`src/rtl/gpio_irq_pkg.sv`:
```
// Package: shared trigger encoding and sizing helpers for the GPIO interrupt block.
// Assumes: the trigger code is formed as {detect-kind, polarity}.
package gpio_irq_pkg;

    // Trigger code {trig_level, trig_inv}
    typedef enum logic [1:0] {
        TRIG_RISE = 2'b00,
        TRIG_FALL = 2'b01,
        TRIG_LOW  = 2'b10,
        TRIG_HIGH = 2'b11
    } trig_mode_e;

    // Number of whole words needed to cover a pin count
    function automatic int words_for(input int pins, input int word_w);
        return (pins + word_w - 1) / word_w;
    endfunction

    // Index width for a word count, never zero
    function automatic int idx_width(input int words);
        return (words > 1) ? $clog2(words) : 1;
    endfunction

endpackage

```
`src/rtl/gpio_irq_pin_detect.sv`:
```
// Module: per-pin event detector.
// Compares the current sampled level with the previous one for edge modes and
// tests the level directly for level modes. Events are gated by input sensing
// and by host ownership. Assumes level_i is already synchronous to clk.
module gpio_irq_pin_detect
    import gpio_irq_pkg::*;
(
    input  logic clk,
    input  logic rst_n,
    input  logic level_i,
    input  logic sense_i,
    input  logic own_i,
    input  logic kind_i,
    input  logic inv_i,
    output logic event_o
);

    logic       prev_q;
    logic       raw_evt;
    trig_mode_e mode;

    assign mode = trig_mode_e'({kind_i, inv_i});

    // Hold previous level; reset loads the live level so no edge appears at release
    always_ff @(posedge clk) begin
        if (!rst_n) prev_q <= level_i;
        else        prev_q <= level_i;
    end

    // Decode trigger mode into a raw event
    always_comb begin
        unique case (mode)
            TRIG_RISE: raw_evt = level_i & ~prev_q;
            TRIG_FALL: raw_evt = ~level_i & prev_q;
            TRIG_LOW:  raw_evt = ~level_i;
            TRIG_HIGH: raw_evt = level_i;
            default:   raw_evt = 1'b0;
        endcase
    end

    assign event_o = raw_evt & sense_i & own_i;

    // a rising-mode event needs a 0-to-1 change of the sampled level
    a_r2_rise_edge: assert property (@(posedge clk) disable iff (!rst_n)
        (event_o && !kind_i && !inv_i) |-> (level_i && !$past(level_i)));

    // a falling-mode event needs a 1-to-0 change of the sampled level
    a_r3_fall_edge: assert property (@(posedge clk) disable iff (!rst_n)
        (event_o && !kind_i && inv_i) |-> (!level_i && $past(level_i)));

endmodule

```
`src/rtl/gpio_irq_status.sv`:
```
// Module: sticky status register with word-wise write-one-to-clear.
// A clear names one word and a mask; an event on the same edge wins over a clear.
// Assumes clear requests are single-cycle strobes; indices beyond the last word are ignored.
module gpio_irq_status
    import gpio_irq_pkg::*;
#(
    parameter int NUM_PINS = 95,
    parameter int WORD_W   = 32,
    localparam int NUM_WORDS  = words_for(NUM_PINS, WORD_W),
    localparam int WORD_IDX_W = idx_width(NUM_WORDS)
) (
    input  logic                  clk,
    input  logic                  rst_n,
    input  logic [NUM_PINS-1:0]   event_i,
    input  logic                  clr_valid,
    input  logic [WORD_IDX_W-1:0] clr_word,
    input  logic [WORD_W-1:0]     clr_mask,
    output logic [NUM_PINS-1:0]   status_o
);

    logic [NUM_PINS-1:0] clr_vec;
    logic [NUM_PINS-1:0] status_q;

    // Expand the word clear into a per-pin clear vector
    for (genvar p = 0; p < NUM_PINS; p++) begin : g_clr
        localparam int WIDX = p / WORD_W;
        localparam int BIDX = p % WORD_W;
        assign clr_vec[p] = clr_valid
                          && (clr_word == WORD_IDX_W'(WIDX))
                          && clr_mask[BIDX];
    end

    // Update sticky status: clear first, then new events set
    always_ff @(posedge clk) begin
        if (!rst_n) status_q <= '0;
        else        status_q <= (status_q & ~clr_vec) | event_i;
    end

    assign status_o = status_q;

    // a cleared pin without a new event reads 0 after the edge
    a_r5_clear_takes: assert property (@(posedge clk) disable iff (!rst_n)
        1'b1 |=> ((status_q & $past(clr_vec & ~event_i)) == '0));

    // a set bit is never lost unless a clear named it
    a_r6_sticky: assert property (@(posedge clk) disable iff (!rst_n)
        1'b1 |=> (($past(status_q) & ~$past(clr_vec) & ~status_q) == '0));

    // an event always leaves its bit set
    a_r7_event_wins: assert property (@(posedge clk) disable iff (!rst_n)
        1'b1 |=> (($past(event_i) & ~status_q) == '0));

endmodule

```
`src/rtl/gpio_irq_aggr.sv`:
```
// Module: pending-vector builder and registered interrupt aggregator.
// Pads status and enable to whole words, ANDs them and ORs every pending bit
// into one registered request.
module gpio_irq_aggr
    import gpio_irq_pkg::*;
#(
    parameter int NUM_PINS = 95,
    parameter int WORD_W   = 32,
    localparam int NUM_WORDS = words_for(NUM_PINS, WORD_W),
    localparam int PAD_W     = NUM_WORDS * WORD_W
) (
    input  logic                clk,
    input  logic                rst_n,
    input  logic [NUM_PINS-1:0] status_i,
    input  logic [NUM_PINS-1:0] enable_i,
    output logic [PAD_W-1:0]    pending_o,
    output logic                irq_o
);

    logic [PAD_W-1:0]     stat_pad;
    logic [PAD_W-1:0]     en_pad;
    logic [NUM_WORDS-1:0] word_hit;
    logic                 irq_q;

    assign stat_pad  = PAD_W'(status_i);
    assign en_pad    = PAD_W'(enable_i);
    assign pending_o = stat_pad & en_pad;

    // One OR per word, then across words
    for (genvar w = 0; w < NUM_WORDS; w++) begin : g_word
        assign word_hit[w] = |pending_o[w*WORD_W +: WORD_W];
    end

    // Register the aggregated request
    always_ff @(posedge clk) begin
        if (!rst_n) irq_q <= 1'b0;
        else        irq_q <= |word_hit;
    end

    assign irq_o = irq_q;

    // the output follows the previous cycle's pending bits
    a_r11_irq_follows: assert property (@(posedge clk) disable iff (!rst_n)
        1'b1 |=> (irq_o == ($past(status_i & enable_i) != '0)));

endmodule

```
`src/rtl/gpio_irq_ctrl.sv`:
```
// Module: top of the GPIO interrupt detect and status block.
// Instantiates one detector per pin, the sticky status register and the
// aggregator. Assumes all inputs are synchronous to clk.
module gpio_irq_ctrl
    import gpio_irq_pkg::*;
#(
    parameter int NUM_PINS = 95,
    parameter int WORD_W   = 32,
    localparam int NUM_WORDS  = words_for(NUM_PINS, WORD_W),
    localparam int WORD_IDX_W = idx_width(NUM_WORDS),
    localparam int PAD_W      = NUM_WORDS * WORD_W
) (
    input  logic                  clk,
    input  logic                  rst_n,
    input  logic [NUM_PINS-1:0]   pin_level,
    input  logic [NUM_PINS-1:0]   sense_en,
    input  logic [NUM_PINS-1:0]   host_own,
    input  logic [NUM_PINS-1:0]   trig_level,
    input  logic [NUM_PINS-1:0]   trig_inv,
    input  logic [NUM_PINS-1:0]   irq_en,
    input  logic                  clr_valid,
    input  logic [WORD_IDX_W-1:0] clr_word,
    input  logic [WORD_W-1:0]     clr_mask,
    output logic [NUM_PINS-1:0]   status_o,
    output logic [PAD_W-1:0]      pending_o,
    output logic                  irq_o
);

    logic [NUM_PINS-1:0] pin_evt;

    // One detector per pin
    for (genvar p = 0; p < NUM_PINS; p++) begin : g_pin
        gpio_irq_pin_detect i_det (
            .clk     (clk),
            .rst_n   (rst_n),
            .level_i (pin_level[p]),
            .sense_i (sense_en[p]),
            .own_i   (host_own[p]),
            .kind_i  (trig_level[p]),
            .inv_i   (trig_inv[p]),
            .event_o (pin_evt[p])
        );
    end

    gpio_irq_status #(
        .NUM_PINS (NUM_PINS),
        .WORD_W   (WORD_W)
    ) i_status (
        .clk       (clk),
        .rst_n     (rst_n),
        .event_i   (pin_evt),
        .clr_valid (clr_valid),
        .clr_word  (clr_word),
        .clr_mask  (clr_mask),
        .status_o  (status_o)
    );

    gpio_irq_aggr #(
        .NUM_PINS (NUM_PINS),
        .WORD_W   (WORD_W)
    ) i_aggr (
        .clk       (clk),
        .rst_n     (rst_n),
        .status_i  (status_o),
        .enable_i  (irq_en),
        .pending_o (pending_o),
        .irq_o     (irq_o)
    );

    // a status bit rises only if the pin was owned and sensing
    a_r8_owner_gate: assert property (@(posedge clk) disable iff (!rst_n)
        1'b1 |=> ((status_o & ~$past(status_o) & ~$past(host_own & sense_en)) == '0));

endmodule

```
`config.mk`:
```
export PLATFORM = sky130hd
export DESIGN_NAME = gpio_irq_ctrl
export DESIGN_NICKNAME = d
export VERILOG_FILES = /design/src/rtl/gpio_irq_pkg.sv /design/src/rtl/gpio_irq_pin_detect.sv /design/src/rtl/gpio_irq_status.sv /design/src/rtl/gpio_irq_aggr.sv /design/src/rtl/gpio_irq_ctrl.sv
export SDC_FILE = /design/constraint.sdc
export NUM_CORES = 1
export LEC_CHECK = 0
export ABC_AREA = 1
export BUFFER_PORTS_ARGS = -buffer_cell sky130_fd_sc_hd__clkbuf_2
export CORE_AREA = 2 2 315 317
export DETAILED_ROUTE_END_ITERATION = 10
export DIE_AREA = 0 0 317 319
export GPL_TIMING_DRIVEN = 0
export HOLD_SLACK_MARGIN = 0.02
export SYNTH_ARGS = -nofsm -noshare
export SYNTH_HDL_FRONTEND = slang
export SYNTH_SLANG_ARGS = --single-unit
```
`constraint.sdc`:
```
create_clock -name clk -period 1.7 [get_ports clk]
set_clock_uncertainty 0.05 [all_clocks]
set_input_delay 0.17 -clock clk [delete_from_list [all_inputs] [get_ports clk]]
set_output_delay 0.17 -clock clk [all_outputs]
set_load 0.05 [all_outputs]
```
# After elaboration in Yosys (flattened, before gate mapping)
# Cells that the tools add are included.
[totals]
register_bits = 191
input_bits = 607
wordCells = 1248
[classes]
n_eq_ne = 287
muxes = 95
bitwise_logic = 574
n_reduce_logical = 195
[op_table]
columns = ["op", "n"]
rows = [
  ["$eq 2x2->1 const B", 191],
  ["$and 1x1->1", 380],
  ["$pmux 1 s4", 95],
  ["$eq 2x1->1 const B", 96],
  ["$logic_not 2->1", 96],
  ["$and 95x95->95", 2],
  ["$not 1->1", 190],
  ["$logic_and 1x1->1", 98],
  ["$reduce_or 96->1", 1],
  ["$not 95->95", 1],
  ["$or 95x95->95", 1],
]

# Longest topological paths before layout
[logic_depth]
ltp_word = 6
depth_mapped = 8

# Cells and area by module
# From an unflattened synthesis, not the netlist that was laid out.
[unflattened]
hier_cells = 2214
hier_area_um2 = 12200.5
[modules_own_cells]
columns = ["module", "instances", "cells_each", "area_each_um2", "seq_area_each_um2"]
rows = [
  ["gpio_irq_pin_detect", 95, 15, 72.6, 20.0],
  ["gpio_irq_status", 1, 517, 4244.1, 1901.8],
  ["gpio_irq_aggr", 1, 272, 1062.3, 20.0],
]

# Worst setup path after synthesis
# Ideal clock, no wire load.
[synth_path]
path_type = "register -> register"
start = "reg i_status.status_q[92], in the netlist i_status.status_o[92]"
end = "reg i_aggr.irq_q, in the netlist i_aggr.irq_o"
t_arrival_ns = 1.435
t_required_ns = 1.580
slack_ns = 0.145
stages_incl_launch_ff = 9
n_path_buf = 0
synth_period_minus_slack_ns = 1.555
cell_sequence = "dfxtp_1 -> nand2_1 -> inv_1 -> nor2_1 -> nand2_1 -> nor2_1 -> nand2_1 -> nor2_1 -> a21oi_1"
[synth_between]
elab_chain_cells = 2
[synth_rtl]
columns = ["element", "line_no", "rtl"]
rows = [
  ["start: declaration", "gpio_irq_status.sv:22", "logic [NUM_PINS-1:0] status_q;"],
  ["start signal: assignment", "gpio_irq_status.sv:36", "else status_q <= (status_q & ~clr_vec) | event_i;"],
  ["$and 95x95->95", "gpio_irq_aggr.sv:27", "assign pending_o = stat_pad & en_pad;"],
  ["named net pending_o[92]", "gpio_irq_ctrl.sv:25", "output logic [PAD_W-1:0] pending_o,"],
  ["$reduce_or 96->1", "gpio_irq_aggr.sv:37", "else irq_q <= |word_hit;"],
  ["end signal: assignment", "gpio_irq_aggr.sv:37", ""],
  ["end: declaration", "gpio_irq_aggr.sv:23", "logic irq_q;"],
]
# The timed path passes the listed nets, and every way through them passes these cells.
# A chain may end at the register's enable or synchronous reset.

# Worst setup path in the final report
[layout_path]
start = "reg i_status.status_q[9], in the netlist i_status.status_o[9]"
end = "reg i_aggr.irq_q, in the netlist i_aggr.irq_o"
[layout_between]
elab_chain_cells = 2
[layout_rtl]
columns = ["element", "line_no"]
rows = [
  ["$and 95x95->95", "gpio_irq_aggr.sv:27"],
  ["$reduce_or 96->1", "gpio_irq_aggr.sv:37"],
]
# No other way between the ends.

==> metrics.yaml <==
run_status:
  outcome: "finished with violations"
  failed_checks: "hold timing, setup timing"
critical_path:
  timing_worst_setup_path_type: "reg -> reg"
  critical_path_capture_point_type: "register"
  worst_ep_arrival_time_ps: 2110
  critical_path.startpoint_type: "register"
  worstPathRequired_ps: 2000
  crit_fanout: 3
min_path:
  worst_min_delay_path_class: "in -> reg"
sta:
  final-setup-viol-count: 1
  final_hold_vios: 1
  slew_headroom_pct: 18.9
  timing_worst_slew_pin_value_ps: 1220
  min_period_over_period_pct: 107
  highest_clock_rate_ghz: 0.551
  setup_slack_ps: -114
  final_layout_worst_hold_slack_ps: -16.3
  drv_slew: 0
  period_needed_ps: 1810
  fin_setup_tns_ps: -114
  rsz0062_at_grt: "yes"
clocking:
  tritoncts_num_sinks: 191
  tritoncts.num_buffers: 17
  clock-root-buffer: "sky130_fd_sc_hd__clkbuf_16"
  latest_clock_arrival_within_the_worst_skew_pair_ps: 530
  tritoncts: "yes"
  htree_levels: 4
  max-clock-path-buffers: 2
  cts.reportedPaths.clkPinSlew_ps: 90
logic_synthesis:
  avgSynthCellArea_um2: 6.37
  synth_fa_ha_area_share_pct: 0
  ys_async_sr_fraction_pct: 0
  synth.cell_area_mm2: 0.0104
  netlist-cell-type-count: 20
  synth_cells: 1626
  dominant_combinational_cell_family_by_area_after_synthesis: "simple AND/OR/NAND/NOR gates"
  synth_sequential_area_ratio_pct: 36.9
  synthMuxAreaShare_pct: 0
  synthXorXnorAreaFrac_pct: 0
  synth-edff-count: 0
  synth.yosys.warnings: 0
  postSynthRegisterBits: 191
  dominantRegCellSynth: "sky130_fd_sc_hd__dfxtp_1"
  post_synth_and_or_nand_nor_area_fraction_pct: 23.5
  synth_nets: 2233
  synth_compound_area_share_pct: 22.6
run:
  drv_cap: 0
final_layout:
  finalCoreUtilization_pct: 20.7
  synthToLayoutAreaGrowth_pct: 95.4
  layout.cell_area.non_filler_mm2: 0.0202
  multiInputGateArea_mm2: 0.00498
  drive_gt1_share_pct: 35.4
  nets: 3387
  finish.cell_count_without_fillers: 4087
  mostFrequentLayoutCells: "773 x sky130_fd_sc_hd__clkbuf_2, 431 x sky130_fd_sc_hd__inv_1, 360 x sky130_fd_sc_hd__nand2_1"
  final-seq-area_mm2: 0.00387
  num-fill-cells: 10900
  layout_commonest_cell: "sky130_fd_sc_hd__clkbuf_2"
grt:
  grt_util_all_layers_pct: 13.5
  initial_antenna_violation_count: 15
  grt_first_pass_wirelength_mm: 95.1
  via_count_of_the_first_global_routing_pass: 14700
  grt_start_max_net_pins: 19
  grt_overflow_total: 0
place:
  detailed_place_hpwl_mm: 58.7
  place_worst_setup_slack_ps: -698
  numPlacedInstances: 3710
  port_buffers: 797
  dpl_cell_area_mm2: 0.0160
  finalWeightedCongestion: 0.968
drt:
  detailedRoute.firstPassIterationCount: 6
  routed_wl_mm: 71.1
  avgViaCountPerCell: 3.71
  drt_iter0_markers: 708
  post-route-drc-count: 0
  antenna_left: 0
  via_count: 15200
  wl_per_cell_um: 17.4
pwr:
  pwr_density_cell_mw_per_mm2: 678
  leakage_power_nw: 11.1
  p_sw_mw: 5.24
  share_comb_of_total_power_pct: 32.1
  clockPowerShare_pct: 31.3
  report.power.total_mw: 13.7
  p_seq_share_pct: 36.6
  internal_power_mw: 8.49
  power.ir.vdd_worst_v: 0.000807
  p_sw_share_pct: 38.1
floorplanning:
  fp.dieH_um: 319
  die-area_mm2: 0.101
  initial_utilization_pct: 10.6
  io_pins: 799
  die-width_um: 317
  core-area_mm2: 0.0977
  num_rows: 115
-- state kept, by name (all words and copies together) (netlist names) --
name and cells:
i_aggr.irq_o 1, g_pin.i_det.prev_q 95, i_status.status_o 95
-- power groups by stage --
stage	clock network, mW	registers (mW)	logic (mW)
2_1_floorplan	0	5.54	1.46
3_3_place_gp	0	5.10	3.61
3_5_place_dp	0	5.11	3.65
4_1_cts	4.49	5.01	4.39
5_1_grt	4.63	5.05	4.79
6_report	4.29	5.02	4.41
-- synth_stat cells, types with 5 or more instances --
cell,n,share of area [%]
sky130_fd_sc_hd__o21ai_2,52,4.4
sky130_fd_sc_hd__clkbuf_1,5,0.18
sky130_fd_sc_hd__a21boi_0,16,1.2
sky130_fd_sc_hd__nand2_1,375,14
sky130_fd_sc_hd__nor2_1,108,3.9
sky130_fd_sc_hd__buf_6,6,0.65
sky130_fd_sc_hd__o21ai_1,13,0.63
sky130_fd_sc_hd__or2_2,16,0.97
sky130_fd_sc_hd__o21ai_0,87,4.2
sky130_fd_sc_hd__nand4_1,65,3.9
sky130_fd_sc_hd__dfxtp_1,191,37
sky130_fd_sc_hd__a21oi_1,134,6.5
sky130_fd_sc_hd__nand3_1,16,0.77
sky130_fd_sc_hd__buf_2,8,0.39
sky130_fd_sc_hd__inv_1,432,16
sky130_fd_sc_hd__o22ai_1,95,5.7
-- layout make-up --
cell class / count / area share [%]
diodes: 7 / 0.0865
plain buffers: 20 / 0.661
clock buffers: 19 / 2.19
clock inverters: 13 / 0.599
inverters: 434 / 8.05
multi-input cells: 981 / 24.6
flip-flops and latches: 191 / 19.1
well taps: 1287 / 7.95
repair buffers: 1135 / 36.7
-- per-layer routing --
layer / GRT usage, % / part of all wire [%]
met5: 0 / 0.053
met1: 16.7 / 44
met3: 3.10 / 7.1
met2: 21.8 / 45
met4: 6.74 / 4.1
-- worst paths after layout --
check | to | start | slack (ps) | cells past startpoint
worst max-delay path | i_aggr.irq_o | i_status.status_o[9] | -110 | 8
worst min-delay path | i_status.status_o[20] | host_own[20] | -20 | 4
worst max register to register | i_aggr.irq_o | i_status.status_o[9] | -110 | 8
worst min register to register | i_status.status_o[63] | i_status.status_o[63] | 440 | 2
-- repair_timing --
item | 4_1_cts | 5_1_grt
pin swaps | 6 | 5
setup buffers | 0 | 0
resized for setup | 70 | 61
hold endpoints to repair | 189 | 11
cloned | 0 | 0
setup endpoints to repair | 34 | 48
hold buffers | 340 | 11
-- kinds of logic (layout without fill, tap and decap cells) --
| family | count (synthesis) | after routing |
|---|---|---|
| compound gates | 397 | 397 |
| buf+inv | 454 | 1621 |
| simple gates | 583 | 583 |
| flops | 191 | 191 |
| other cells | 1 | 8 |
-- critical path: stages (launching register included) --
cell and delay (ps):
sky130_fd_sc_hd__dfxtp_2 370, sky130_fd_sc_hd__nand2_1 150, sky130_fd_sc_hd__nand2_1 100, sky130_fd_sc_hd__nor2_1 310, sky130_fd_sc_hd__nand2_2 170, sky130_fd_sc_hd__nor2_1 130
sky130_fd_sc_hd__nand2_1 60, sky130_fd_sc_hd__nor2_1 180, sky130_fd_sc_hd__a21oi_4 90
No activity file was read; power rests on OpenSTA's default activity.
